File: src/rtl/gpio_evt_pkg.sv
package gpio_evt_pkg;
   localparam int REG_AW = 4;

   typedef enum logic [REG_AW-1:0] {
      A_MASK_ON   = 4'd0,
      A_MASK_OFF  = 4'd1,
      A_MASK_STAT = 4'd2,
      A_PEND      = 4'd3,
      A_XM_ON     = 4'd4,
      A_XM_OFF    = 4'd5,
      A_XM_STAT   = 4'd6,
      A_KIND_EDGE = 4'd7,
      A_KIND_LVL  = 4'd8,
      A_KIND_STAT = 4'd9,
      A_POL_LO    = 4'd10,
      A_POL_HI    = 4'd11,
      A_POL_STAT  = 4'd12
   } gpio_reg_e;
endpackage

File: src/rtl/gpio_evt_sync.sv
module gpio_evt_sync #(
   parameter int W      = 32,
   parameter int STAGES = 2
) (
   input  logic         clk,
   input  logic         rst_n,
   input  logic [W-1:0] raw,
   output logic [W-1:0] cur,
   output logic [W-1:0] prev
);
   logic [W-1:0] chain [STAGES];

   for (genvar k = 0; k < STAGES; k++) begin : g_stage
      if (k == 0) begin : g_first
         always_ff @(posedge clk) begin
            if (!rst_n) chain[k] <= '0;
            else        chain[k] <= raw;
         end
      end else begin : g_next
         always_ff @(posedge clk) begin
            if (!rst_n) chain[k] <= '0;
            else        chain[k] <= chain[k-1];
         end
      end
   end

   always_ff @(posedge clk) begin
      if (!rst_n) prev <= '0;
      else        prev <= chain[STAGES-1];
   end

   assign cur = chain[STAGES-1];
endmodule

File: src/rtl/gpio_evt_setclr.sv
module gpio_evt_setclr #(
   parameter int W = 32
) (
   input  logic         clk,
   input  logic         rst_n,
   input  logic         set_stb,
   input  logic         clr_stb,
   input  logic [W-1:0] wdata,
   output logic [W-1:0] q
);
   logic [W-1:0] set_m, clr_m;

   assign set_m = set_stb ? wdata : '0;
   assign clr_m = clr_stb ? wdata : '0;

   always_ff @(posedge clk) begin
      if (!rst_n) q <= '0;
      else        q <= (q | set_m) & ~clr_m;
   end
endmodule

File: src/rtl/gpio_evt_detect.sv
module gpio_evt_detect #(
   parameter int W = 32
) (
   input  logic [W-1:0] cur,
   input  logic [W-1:0] prev,
   input  logic [W-1:0] xen,
   input  logic [W-1:0] kind,
   input  logic [W-1:0] pol,
   output logic [W-1:0] evt
);
   for (genvar i = 0; i < W; i++) begin : g_line
      logic rise, fall, lvl, edg;
      assign rise = cur[i] & ~prev[i];
      assign fall = ~cur[i] & prev[i];
      assign lvl  = pol[i] ? cur[i] : ~cur[i];
      assign edg  = pol[i] ? rise : fall;
      assign evt[i] = xen[i] ? (kind[i] ? lvl : edg) : (cur[i] ^ prev[i]);
   end
endmodule

File: src/rtl/gpio_evt_irq.sv
module gpio_evt_irq
   import gpio_evt_pkg::*;
#(
   parameter int N_LINES     = 32,
   parameter int SYNC_STAGES = 2
) (
   input  logic               clk,
   input  logic               rst_n,
   input  logic [N_LINES-1:0] pin_in,
   input  logic               reg_we,
   input  logic               reg_re,
   input  logic [REG_AW-1:0]  reg_addr,
   input  logic [N_LINES-1:0] reg_wdata,
   output logic [N_LINES-1:0] reg_rdata,
   output logic               irq
);
   if (N_LINES < 1) begin : g_bad_lines
      $error("gpio_evt_irq: N_LINES must be at least 1");
   end
   if (SYNC_STAGES < 2) begin : g_bad_sync
      $error("gpio_evt_irq: SYNC_STAGES must be at least 2");
   end

   logic [N_LINES-1:0] cur, prev, evt;
   logic [N_LINES-1:0] mask_q, xen_q, kind_q, pol_q, status_q;
   logic               rd_pend;

   gpio_evt_sync #(.W(N_LINES), .STAGES(SYNC_STAGES)) u_sync (
      .clk(clk), .rst_n(rst_n), .raw(pin_in), .cur(cur), .prev(prev)
   );

   gpio_evt_setclr #(.W(N_LINES)) u_mask (
      .clk(clk), .rst_n(rst_n),
      .set_stb(reg_we && reg_addr == A_MASK_ON),
      .clr_stb(reg_we && reg_addr == A_MASK_OFF),
      .wdata(reg_wdata), .q(mask_q)
   );

   gpio_evt_setclr #(.W(N_LINES)) u_xen (
      .clk(clk), .rst_n(rst_n),
      .set_stb(reg_we && reg_addr == A_XM_ON),
      .clr_stb(reg_we && reg_addr == A_XM_OFF),
      .wdata(reg_wdata), .q(xen_q)
   );

   gpio_evt_setclr #(.W(N_LINES)) u_kind (
      .clk(clk), .rst_n(rst_n),
      .set_stb(reg_we && reg_addr == A_KIND_LVL),
      .clr_stb(reg_we && reg_addr == A_KIND_EDGE),
      .wdata(reg_wdata), .q(kind_q)
   );

   gpio_evt_setclr #(.W(N_LINES)) u_pol (
      .clk(clk), .rst_n(rst_n),
      .set_stb(reg_we && reg_addr == A_POL_HI),
      .clr_stb(reg_we && reg_addr == A_POL_LO),
      .wdata(reg_wdata), .q(pol_q)
   );

   gpio_evt_detect #(.W(N_LINES)) u_det (
      .cur(cur), .prev(prev), .xen(xen_q), .kind(kind_q), .pol(pol_q),
      .evt(evt)
   );

   assign rd_pend = reg_re && (reg_addr == A_PEND);

   always_ff @(posedge clk) begin
      if (!rst_n) status_q <= '0;
      else        status_q <= (status_q & ~(rd_pend ? status_q : '0)) | evt;
   end

   always_comb begin
      case (reg_addr)
         A_MASK_STAT: reg_rdata = mask_q;
         A_PEND:      reg_rdata = status_q;
         A_XM_STAT:   reg_rdata = xen_q;
         A_KIND_STAT: reg_rdata = kind_q;
         A_POL_STAT:  reg_rdata = pol_q;
         default:     reg_rdata = '0;
      endcase
   end

   assign irq = |(status_q & mask_q);
endmodule

File: config.mk
export PLATFORM = sky130hd
export DESIGN_NAME = gpio_evt_irq
export DESIGN_NICKNAME = d
export VERILOG_FILES = /design/src/rtl/gpio_evt_pkg.sv /design/src/rtl/gpio_evt_sync.sv /design/src/rtl/gpio_evt_setclr.sv /design/src/rtl/gpio_evt_detect.sv /design/src/rtl/gpio_evt_irq.sv
export SDC_FILE = /design/constraint.sdc
export NUM_CORES = 1
export LEC_CHECK = 0
export ABC_AREA = 1
export BUFFER_PORTS_ARGS = -buffer_cell sky130_fd_sc_hd__buf_2
export CAP_MARGIN = 15
export CORE_MARGIN = 2
export CORE_UTILIZATION = 51
export CTS_CLUSTER_SIZE = 12
export DETAILED_ROUTE_END_ITERATION = 16
export GPL_TIMING_DRIVEN = 0
export HOLD_SLACK_MARGIN = 0.08
export PLACE_DENSITY = 0.69
export SETUP_SLACK_MARGIN = 0.5
export SYNTH_ARGS = -nofsm -noshare
export SYNTH_HDL_FRONTEND = slang
export SYNTH_HIERARCHICAL = 1
export SYNTH_SLANG_ARGS = --single-unit
File: constraint.sdc
create_clock -name clk -period 1.9 [get_ports clk]
set_clock_uncertainty 0.2 [all_clocks]
set_input_delay 0.38 -clock clk [delete_from_list [all_inputs] [get_ports clk]]
set_output_delay 0.38 -clock clk [all_outputs]
set_load 0.05 [all_outputs]
* Word-level counts from Yosys, hierarchy flattened
Memories as Yosys holds them, arrays and structs flattened.
Cells that the tools add are included.
** Operators by class
- Equality and inequality tests :: 12
- Mux-type cells :: 142
- Bitwise operators :: 178
- Reduce and logical (&&, ||, !) cells :: 11
** Operators by type and width (count)
- 2-to-1 mux 32 bit :: 11
- bitwise AND 32 bit :: 6
- inverter 32 bit :: 5
- OR 32 bit :: 5
- one-hot mux 32 bit (5 select lines) :: 1
- 2-to-1 mux 1 bit :: 130
- bitwise AND 1 bit :: 64
- inverter 1 bit :: 64
- OR reduction 32 bit :: 1
- bitwise XOR 1 bit :: 32
- == test 4 bit, second input constant :: 5
- == test 4 x 3 -> 1 bit, second input constant :: 4
- logical AND 1 bit :: 9
- == test 4 x 2 -> 1 bit, second input constant :: 2
- == test 4 x 1 -> 1 bit, second input constant :: 1
- zero test 4 bit :: 1
- OR 1 bit :: 2
** Storage, ports and cells
- Bits in registers :: 192
- RAM bits :: 64
- Bits of input ports :: 72
- Output and inout bits :: 33
- Word-level logic and storage cells :: 350
- Memories :: 1
** Memories
- u_sync.chain :: depth 2, width 32, read ports 2, clocked after Yosys merged registers in 0, write ports 2, line gpio_evt_sync.sv:11 : logic [W-1:0] chain [STAGES];

* Depth between registers and ports, before layout
Gate-level depths: netlist of the first run.
- Depth after elaboration :: 6
- Mapped depth :: 10
- Mapped depth without buffers :: 10

* Cells and area by module
The synthesis of the first run kept the hierarchy.
** Modules (own cells, without submodules)
- gpio_evt_setclr :: times used 4, cells an instance 169, area an instance 1239.9 um^2, seq. area each 640.6 um^2
- gpio_evt_irq :: times used 1, cells an instance 599, area an instance 2897.8 um^2, seq. area each 640.6 um^2
- gpio_evt_detect :: times used 1, cells an instance 576, area an instance 2882.8 um^2, seq. area each 0.0 um^2
- gpio_evt_sync :: times used 1, cells an instance 299, area an instance 2760.1 um^2, seq. area each 1921.8 um^2

* Least setup slack after synthesis of the first run
OpenSTA, ideal clock, no wires.
- Kind :: input to output
- Start :: input reg_addr[0]
- End :: output reg_rdata[31]
- Data arrival time :: 1380 ps
- Data required time :: 1320 ps
- Setup slack :: -60 ps
- Stages on the path :: 8
- Cell sequence :: inv_2 nand2_2 nor2_2 buf_6 nand2_1 nand2_1 nor2_1 nand2_1
** Between the ends
- Longest elaborated chain between the ends :: 2
- Elaborated cells between the ends (all ways) :: 6
- Classes of those cells :: 5 x eq/ne; 1 x mux
** Ends and longest elaborated chain
- start, declared :: line gpio_evt_irq.sv:12 : input logic [REG_AW-1:0] reg_addr,
- == test 4 bit (tied with other cells) :: line gpio_evt_irq.sv:73 : case (reg_addr)
- one-hot mux 32 bit (5 select lines) (*) :: line gpio_evt_irq.sv:73
- end, declared :: line gpio_evt_irq.sv:14 : output logic [N_LINES-1:0] reg_rdata,
Mark *: on every way between the ends. The rest lies on a longest branch, timed or not.

* Worst setup path after layout of the first run
- Start :: register u_mask.q[24]
- End :: output irq
** Between the ends
- Longest elaborated chain between the ends :: 2
** Ends and longest elaborated chain
- start, declared :: line gpio_evt_setclr.sv:9 : output logic [W-1:0] q
- start signal, assigned :: line gpio_evt_setclr.sv:18 : else q <= (q | set_m) & ~clr_m;
- bitwise AND 32 bit :: line gpio_evt_irq.sv:83 : assign irq = |(status_q & mask_q);
- OR reduction 32 bit :: line gpio_evt_irq.sv:83
- end, declared :: line gpio_evt_irq.sv:15 : output logic irq
No other way between the ends.

==> results of run 1 <==
==> routing by layer <==
layer  routed length [µm]  global-route usage
met1                18890              0.3898
met2                23580              0.5277
met3                 4614             0.04705
met4                 3396              0.1241
met5                    0                   0
==> final cells by class <==
| class | count | area share |
|---|---|---|
| Multi-Input combinational cell | 1435 | 0.4240 |
| Sequential cell | 256 | 0.2503 |
| Timing Repair Buffer | 283 | 0.1469 |
| Inverter | 391 | 0.07311 |
| Clock buffer | 41 | 0.03973 |
| Buffer | 68 | 0.03967 |
| Tap cell | 335 | 0.02004 |
| Clock inverter | 11 | 0.006342 |
==> tightest hold or removal path: cells and delay by family <==
family                 cells  cell delay (ns)
buffers and inverters      2             0.38
and+or+nand+nor            2             0.11
==> cell usage after synthesis (all sizes together) <==
cell type,count,area share
ha,64,0.059
inv,391,0.11
a21oi,160,0.059
or2,32,0.015
nand3,87,0.032
nand2,875,0.25
clkbuf,4,0.0011
nand4,1,0.00046
dfxtp,256,0.38
nor2,216,0.062
buf,64,0.038
==> what timing repair did <==
action,4_1_cts,5_1_grt
pin swaps,225,197
hold endpoints to repair,160,0
resized for setup,455,472
endpoints found under the setup margin,166,172
cloned,8,9
buffers inserted,63,34
hold buffers,65,0
==> how the worst max path moves through the flow <==
stage,startpoint,end,slack [ns],cells past startpoint
floorplan,reg_addr[3],reg_rdata[20],0.23,8
global placement,reg_addr[3],u_pol/q[7]$_SDFF_PN0_,-0.47,9
detailed placement,reg_addr[3],u_pol/q[6]$_SDFF_PN0_,-0.53,9
CTS,u_mask/q[23]$_SDFF_PN0_,irq,-0.33,7
global route,u_mask/q[25]$_SDFF_PN0_,irq,-0.44,7
finish,u_mask/q[24]$_SDFF_PN0_,irq,-0.41,7
==> state kept, by name, indices dropped and copies added, names as in the netlist <==
name          count
u_mask/q         32
u_pol/q          32
u_sync/chain     64
u_sync/prev      32
u_xen/q          32
u_kind/q         32
status_q         32
==> cells by family (layout without fill, tap and decap cells) <==
| kind of cell | Yosys count | in the layout |
|---|---|---|
| AND/OR/NAND/NOR | 1211 | 1211 |
| buffers and inverters | 459 | 794 |
| flip-flops | 256 | 256 |
| AO/OA/AOI/OAI | 160 | 160 |
| adder cells (fa/ha/maj) | 64 | 64 |
==> through the flow <==
stage          hold WS [ns]  power [mW]  TNS, ns  cell area (µm²)  setup WS, ns
3_5_place_dp         0.1954       6.856   -48.74            14950       -0.5263
5_1_grt              0.1676       13.65   -8.716            20910       -0.4391
3_3_place_gp         0.1921       6.822   -44.29            14950       -0.4740
6_report             0.1503       13.27   -7.623            20910       -0.4093
4_1_cts              0.1358       12.91   -5.139            18740       -0.3321
2_1_floorplan        0.1905       6.439        0            14010        0.2288
==> power breakdown <==
group / switching (mW) / internal [mW] / total (mW)
Combinational: 1.00 / 0.807 / 1.81
Clock: 2.34 / 3.43 / 5.76
Sequential: 0.154 / 5.54 / 5.70
==> flow_metrics.env, run 1 <==
export IMPL_mostFrequentLayoutCell="nand2_1"
export IMPL_drive_gt1_frac=0.4177
export IMPL_layout_area_overhead_vs_synth_pct=54.90
export IMPL_cp_max_fo=3
export IMPL_cts_inserted_buffers=29
export IMPL_htreeDepth=1
export IMPL_gp_congestion=0.8535
export IMPL_status="finished, violations left"
export IMPL_worst_ep_required_time_ns=1.32
export IMPL_dr_pass1_iters=6
export IMPL_core_um2=26060
export IMPL_multi_input_area_um2=8866
export IMPL_dieHeight_um=166.7
export IMPL_synth_xor_area_frac=0
export IMPL_worstMarginPinSlew_ns=0.7351
export IMPL_routed_wl_um=50480
export IMPL_root_buffer="clkbuf_16"
export IMPL_cp_num_buf_inv=1
export IMPL_synth_simple_area_share=0.3544
export IMPL_slew_headroom=0.5100
export IMPL_path_delay_family="simple AND/OR/NAND/NOR gates"
export IMPL_crit_arrival_ns=1.73
export IMPL_hp_class="in2reg"
export IMPL_regArea_um2=5234
export IMPL_port_buffers=104
export IMPL_cts_sinks=256
export IMPL_crit_path_max_incr_delay_ns=0.36
export IMPL_synth_area_um2=13500
export IMPL_dieArea_um2=27790
export IMPL_num_rows=59
export IMPL_post_drt_wl_per_cell_um=17.90
export IMPL_grt_start_max_net_pins=16
export IMPL_cts_tree="yes"
export IMPL_clock_path_buffers=3
export IMPL_drtIter0Drc=1382
export IMPL_violations="negative setup slack"
export IMPL_die_x_um=166.7
export IMPL_fin_crit_ns=2.309
export IMPL_synth_top_family_by_area="simple AND/OR/NAND/NOR gates"
export IMPL_fin_crit_sh=1.215
export IMPL_grt_remaining_overflow=0
export IMPL_cp_start_kind="register"
export IMPL_fmax_mhz=433.0
export IMPL_finalSetupViolCount=34
export IMPL_mappedNetlistNets=2286
export IMPL_n_fill_cell=1599
export IMPL_synth_compound_area_frac=0.05931
export IMPL_ys_seq_area_frac=0.3796
export IMPL_critPathCaptureType="output pin"
export IMPL_final_max_slew_viol_count=0
export IMPL_ant_nets=0
export IMPL_crit_chain="nand2_1, nand2_1, nor2_2, nand2_2, nor2_2, nand2_2, buf_8"
export IMPL_antenna_found_initial=0
export IMPL_nNetsFinal=2600
export IMPL_ys_warn_count=6
export IMPL_final_cell_mix="nand2_1, inv_1, dfxtp_1"
export IMPL_setup_slack_ns=-0.4093
export IMPL_rrSetupSlack_ns=0.41
export IMPL_finalHoldViolations=0
export IMPL_synth_mux_area_fraction=0
export IMPL_drc_errors=0
export IMPL_start_util=0.5181
export IMPL_reg2reg_from="u_sync/chain[1][13]$_SDFF_PN0_"
export IMPL_maxCapViolations=0
export IMPL_syn_inst=2150
export IMPL_synth_area_per_cell_um2=6.279
export IMPL_ys_seq_elements=256
export IMPL_r2r_end="status_q[13]$_SDFF_PN0_"
export IMPL_vias=14970
export IMPL_fin_util=0.8025
export IMPL_ys_types=19
export IMPL_whs_endpoint="u_mask/q[27]$_SDFF_PN0_"
export IMPL_vias_per_cell=5.308
export IMPL_synthAdderAreaFrac=0.05931
export IMPL_p_per_area_nw_per_um2=634.5
export IMPL_rsz0062_at_grt="yes"
export IMPL_p_leak_nw=10.03
export IMPL_hpwl_um=25990
export IMPL_clk_pin_slew_worst_paths_ns=0.07
export IMPL_slowest_stage="dfxtp_1"
export IMPL_finalNonFillerCells=2820
export IMPL_crit_type="reg2out"
export IMPL_grt_first_pass_wirelength_um=69060
export IMPL_clk_latency_ns=0.55
export IMPL_place_inst=2589
export IMPL_grt_usage=0.3082
export IMPL_antenna_cells=0
export IMPL_grt_pass1_vias=13660
export IMPL_min_path_cells=4
export IMPL_max_vdd_ir_drop_mv=0.7156
export IMPL_hp_start="rst_n"
export IMPL_rr_worst_depth=10
export IMPL_num_io_pins=105
No activity file was read; power rests on OpenSTA's default activity.
==> inputs of run 2 (changes only) <==
--- a/config.mk
+++ b/config.mk
@@ -14,7 +14,7 @@
 export DETAILED_ROUTE_END_ITERATION = 16
 export GPL_TIMING_DRIVEN = 0
 export HOLD_SLACK_MARGIN = 0.08
-export PLACE_DENSITY = 0.69
+export PLACE_DENSITY_LB_ADDON = 0.2
 export SETUP_SLACK_MARGIN = 0.5
 export SYNTH_ARGS = -nofsm -noshare
 export SYNTH_HDL_FRONTEND = slang
==> run 2 against run 1 <==
Compared with the run above:
- the run still ends with negative setup slack left
- core utilization shrank 2.1 points
- final cell count is the same
- first-iteration DRC count grew 6.2%
- via count grew 0.85%
- die area is the same
- routed wire length grew 1.2%
- largest power group is now sequential cells
- flip-flop and latch count is the same
- count of clock-buffer cells in the layout grew 4
==> flow_metrics.env, run 2 (synthesized netlist as in run 1, its figures left out) <==
export IMPL_grt_pass1_vias=13580
export IMPL_layout_area_overhead_vs_synth_pct=50.81
export IMPL_dieArea_um2=27790
export IMPL_grt_remaining_overflow=0
export IMPL_finalHoldViolations=0
export IMPL_final_cell_area_um2=20360
export IMPL_placed_cell_area_um2=14950
export IMPL_holdWs_ns=0.1409
export IMPL_port_buffers=104
export IMPL_die_x_um=166.7
export IMPL_start_util=0.5181
export IMPL_crit_type="reg2out"
export IMPL_routed_wl_um=51080
export IMPL_max_vdd_ir_drop_mv=0.7490
export IMPL_hp_class="in2reg"
export IMPL_fin_util=0.7813
export IMPL_cts_sinks=256
export IMPL_final_cell_mix="nand2_1, inv_1, dfxtp_1"
export IMPL_num_rows=59
export IMPL_clk_pin_slew_worst_paths_ns=0.06
export IMPL_vias_per_cell=5.353
export IMPL_mostFrequentLayoutCell="nand2_1"
export IMPL_crit_arrival_ns=1.68
export IMPL_crit_path_max_incr_delay_ns=0.33
export IMPL_status="finished, violations left"
export IMPL_finalSetupViolCount=33
export IMPL_p_per_area_nw_per_um2=643.5
export IMPL_worstMarginPinSlew_ns=0.7942
export IMPL_slowest_stage="dfxtp_2"
export IMPL_worst_ep_required_time_ns=1.32
export IMPL_grt_start_max_net_pins=16
export IMPL_dr_pass1_iters=6
export IMPL_nNetsFinal=2600
export IMPL_cp_num_buf_inv=1
export IMPL_slew_headroom=0.4705
export IMPL_top_register="u_sync/chain"
export IMPL_tns_ns=-8.832
export IMPL_largest_register_ffs=64
export IMPL_drc_errors=0
export IMPL_whs_endpoint="u_pol/q[26]$_SDFF_PN0_"
export IMPL_setup_slack_ns=-0.3575
export IMPL_cts_inserted_buffers=29
export IMPL_antenna_found_initial=0
export IMPL_hp_start="reg_addr[0]"
export IMPL_gp_congestion=0.8941
export IMPL_rr_worst_depth=10
export IMPL_num_io_pins=105
export IMPL_place_inst=2589
export IMPL_p_leak_nw=9.781
export IMPL_clk_latency_ns=0.56
export IMPL_path_delay_family="simple AND/OR/NAND/NOR gates"
export IMPL_ant_nets=0
export IMPL_violations="negative setup slack"
export IMPL_hpwl_um=25970
export IMPL_reg2reg_from="u_sync/prev[13]$_SDFF_PN0_"
export IMPL_rrSetupSlack_ns=0.41
export IMPL_cp_max_fo=2
export IMPL_post_drt_wl_per_cell_um=18.11
export IMPL_fin_crit_sh=1.188
export IMPL_antenna_cells=0
export IMPL_pre_cts_slack_ns=-0.5319
export IMPL_r2r_end="status_q[13]$_SDFF_PN0_"
export IMPL_vias=15100
export IMPL_drive_gt1_frac=0.3891
export IMPL_fmax_mhz=443.0
export IMPL_core_um2=26060
export IMPL_dieHeight_um=166.7
export IMPL_rsz0062_at_grt="yes"
export IMPL_fin_crit_ns=2.257
export IMPL_critPathCaptureType="output pin"
export IMPL_maxCapViolations=0
export IMPL_root_buffer="clkbuf_16"
export IMPL_drtIter0Drc=1467
export IMPL_power_total_mw=13.10
export IMPL_cts_tree="yes"
export IMPL_grt_first_pass_wirelength_um=68240
export IMPL_grt_usage=0.3051
export IMPL_cp_start_kind="register"
export IMPL_clock_path_buffers=3
export IMPL_htreeDepth=1
export IMPL_finalNonFillerCells=2820
export IMPL_crit_chain="nand2_1, nand2_1, nor2_2, nand2_2, nor2_4, nand2_2, buf_8"
export IMPL_final_max_slew_viol_count=0
export IMPL_min_path_cells=5
## run 2: cell count changes in the layout (fill, tap and decap cells not counted), moves of 5 or more
cell,change
nand2_1,+27
inv_2,+6
buf_12,-9
nand3_1,+5
a21oi_1,+47
dfxtp_1,-12
a21oi_2,-46
nand2_2,-7
dfxtp_2,+12
buf_4,+6
nand2_4,-20
## run 2: per-layer routing
layer / GRT usage / wire [µm] / up-vias
met5: 0 / 0 / -
met4: 0.1522 / 3391 / 0
met3: 0.04515 / 5093 / 277
met2: 0.5190 / 23770 / 909
met1: 0.3777 / 18820 / 6921
li1: - / - / 6989
## run 2: power by group
part	switching (mW)	internal [mW]	total, mW
logic	0.994	0.788	1.78
registers	0.151	5.54	5.69
clock network	2.32	3.31	5.62
total	3.46	9.64	13.1
## run 2: worst max-delay path by stage
stage | startpoint | endpoint | slack [ns] | cells past startpoint
global placement | reg_addr[0] | reg_rdata[1] | -0.52 | 9
finish | status_q[17]$_SDFF_PN0_ | irq | -0.36 | 7
global route | status_q[24]$_SDFF_PN0_ | irq | -0.39 | 7
floorplan | reg_addr[3] | reg_rdata[20] | 0.23 | 8
detailed placement | reg_addr[0] | reg_rdata[1] | -0.53 | 9
CTS | status_q[17]$_SDFF_PN0_ | irq | -0.35 | 7
## run 2: layout make-up
| cell class | instances | area [µm²] |
|---|---|---|
| clock inverter | 7 | 88.84 |
| inverter | 391 | 1534 |
| fill | 1621 | 5699 |
| multi-input combinational | 1435 | 8444 |
| timing repair buffer | 283 | 2949 |
| sequential | 256 | 5249 |
| clock buffer | 45 | 845.8 |
| buffer | 68 | 829.5 |
| tap | 335 | 419.2 |
## run 2: repair_timing
item,in CTS,in global routing
pin swaps,133,197
endpoints found under the hold margin,160,0
cloned,9,5
hold buffers,65,0
buffers inserted,60,40
resized for setup,398,438
setup endpoints to repair,203,185
## run 2: worst min-delay path: cells and delay by family
family                 cells  cell delay, ns
AOI/OAI and AO/OA          1            0.13
buffers and inverters      1            0.13
and+or+nand+nor            3            0.21
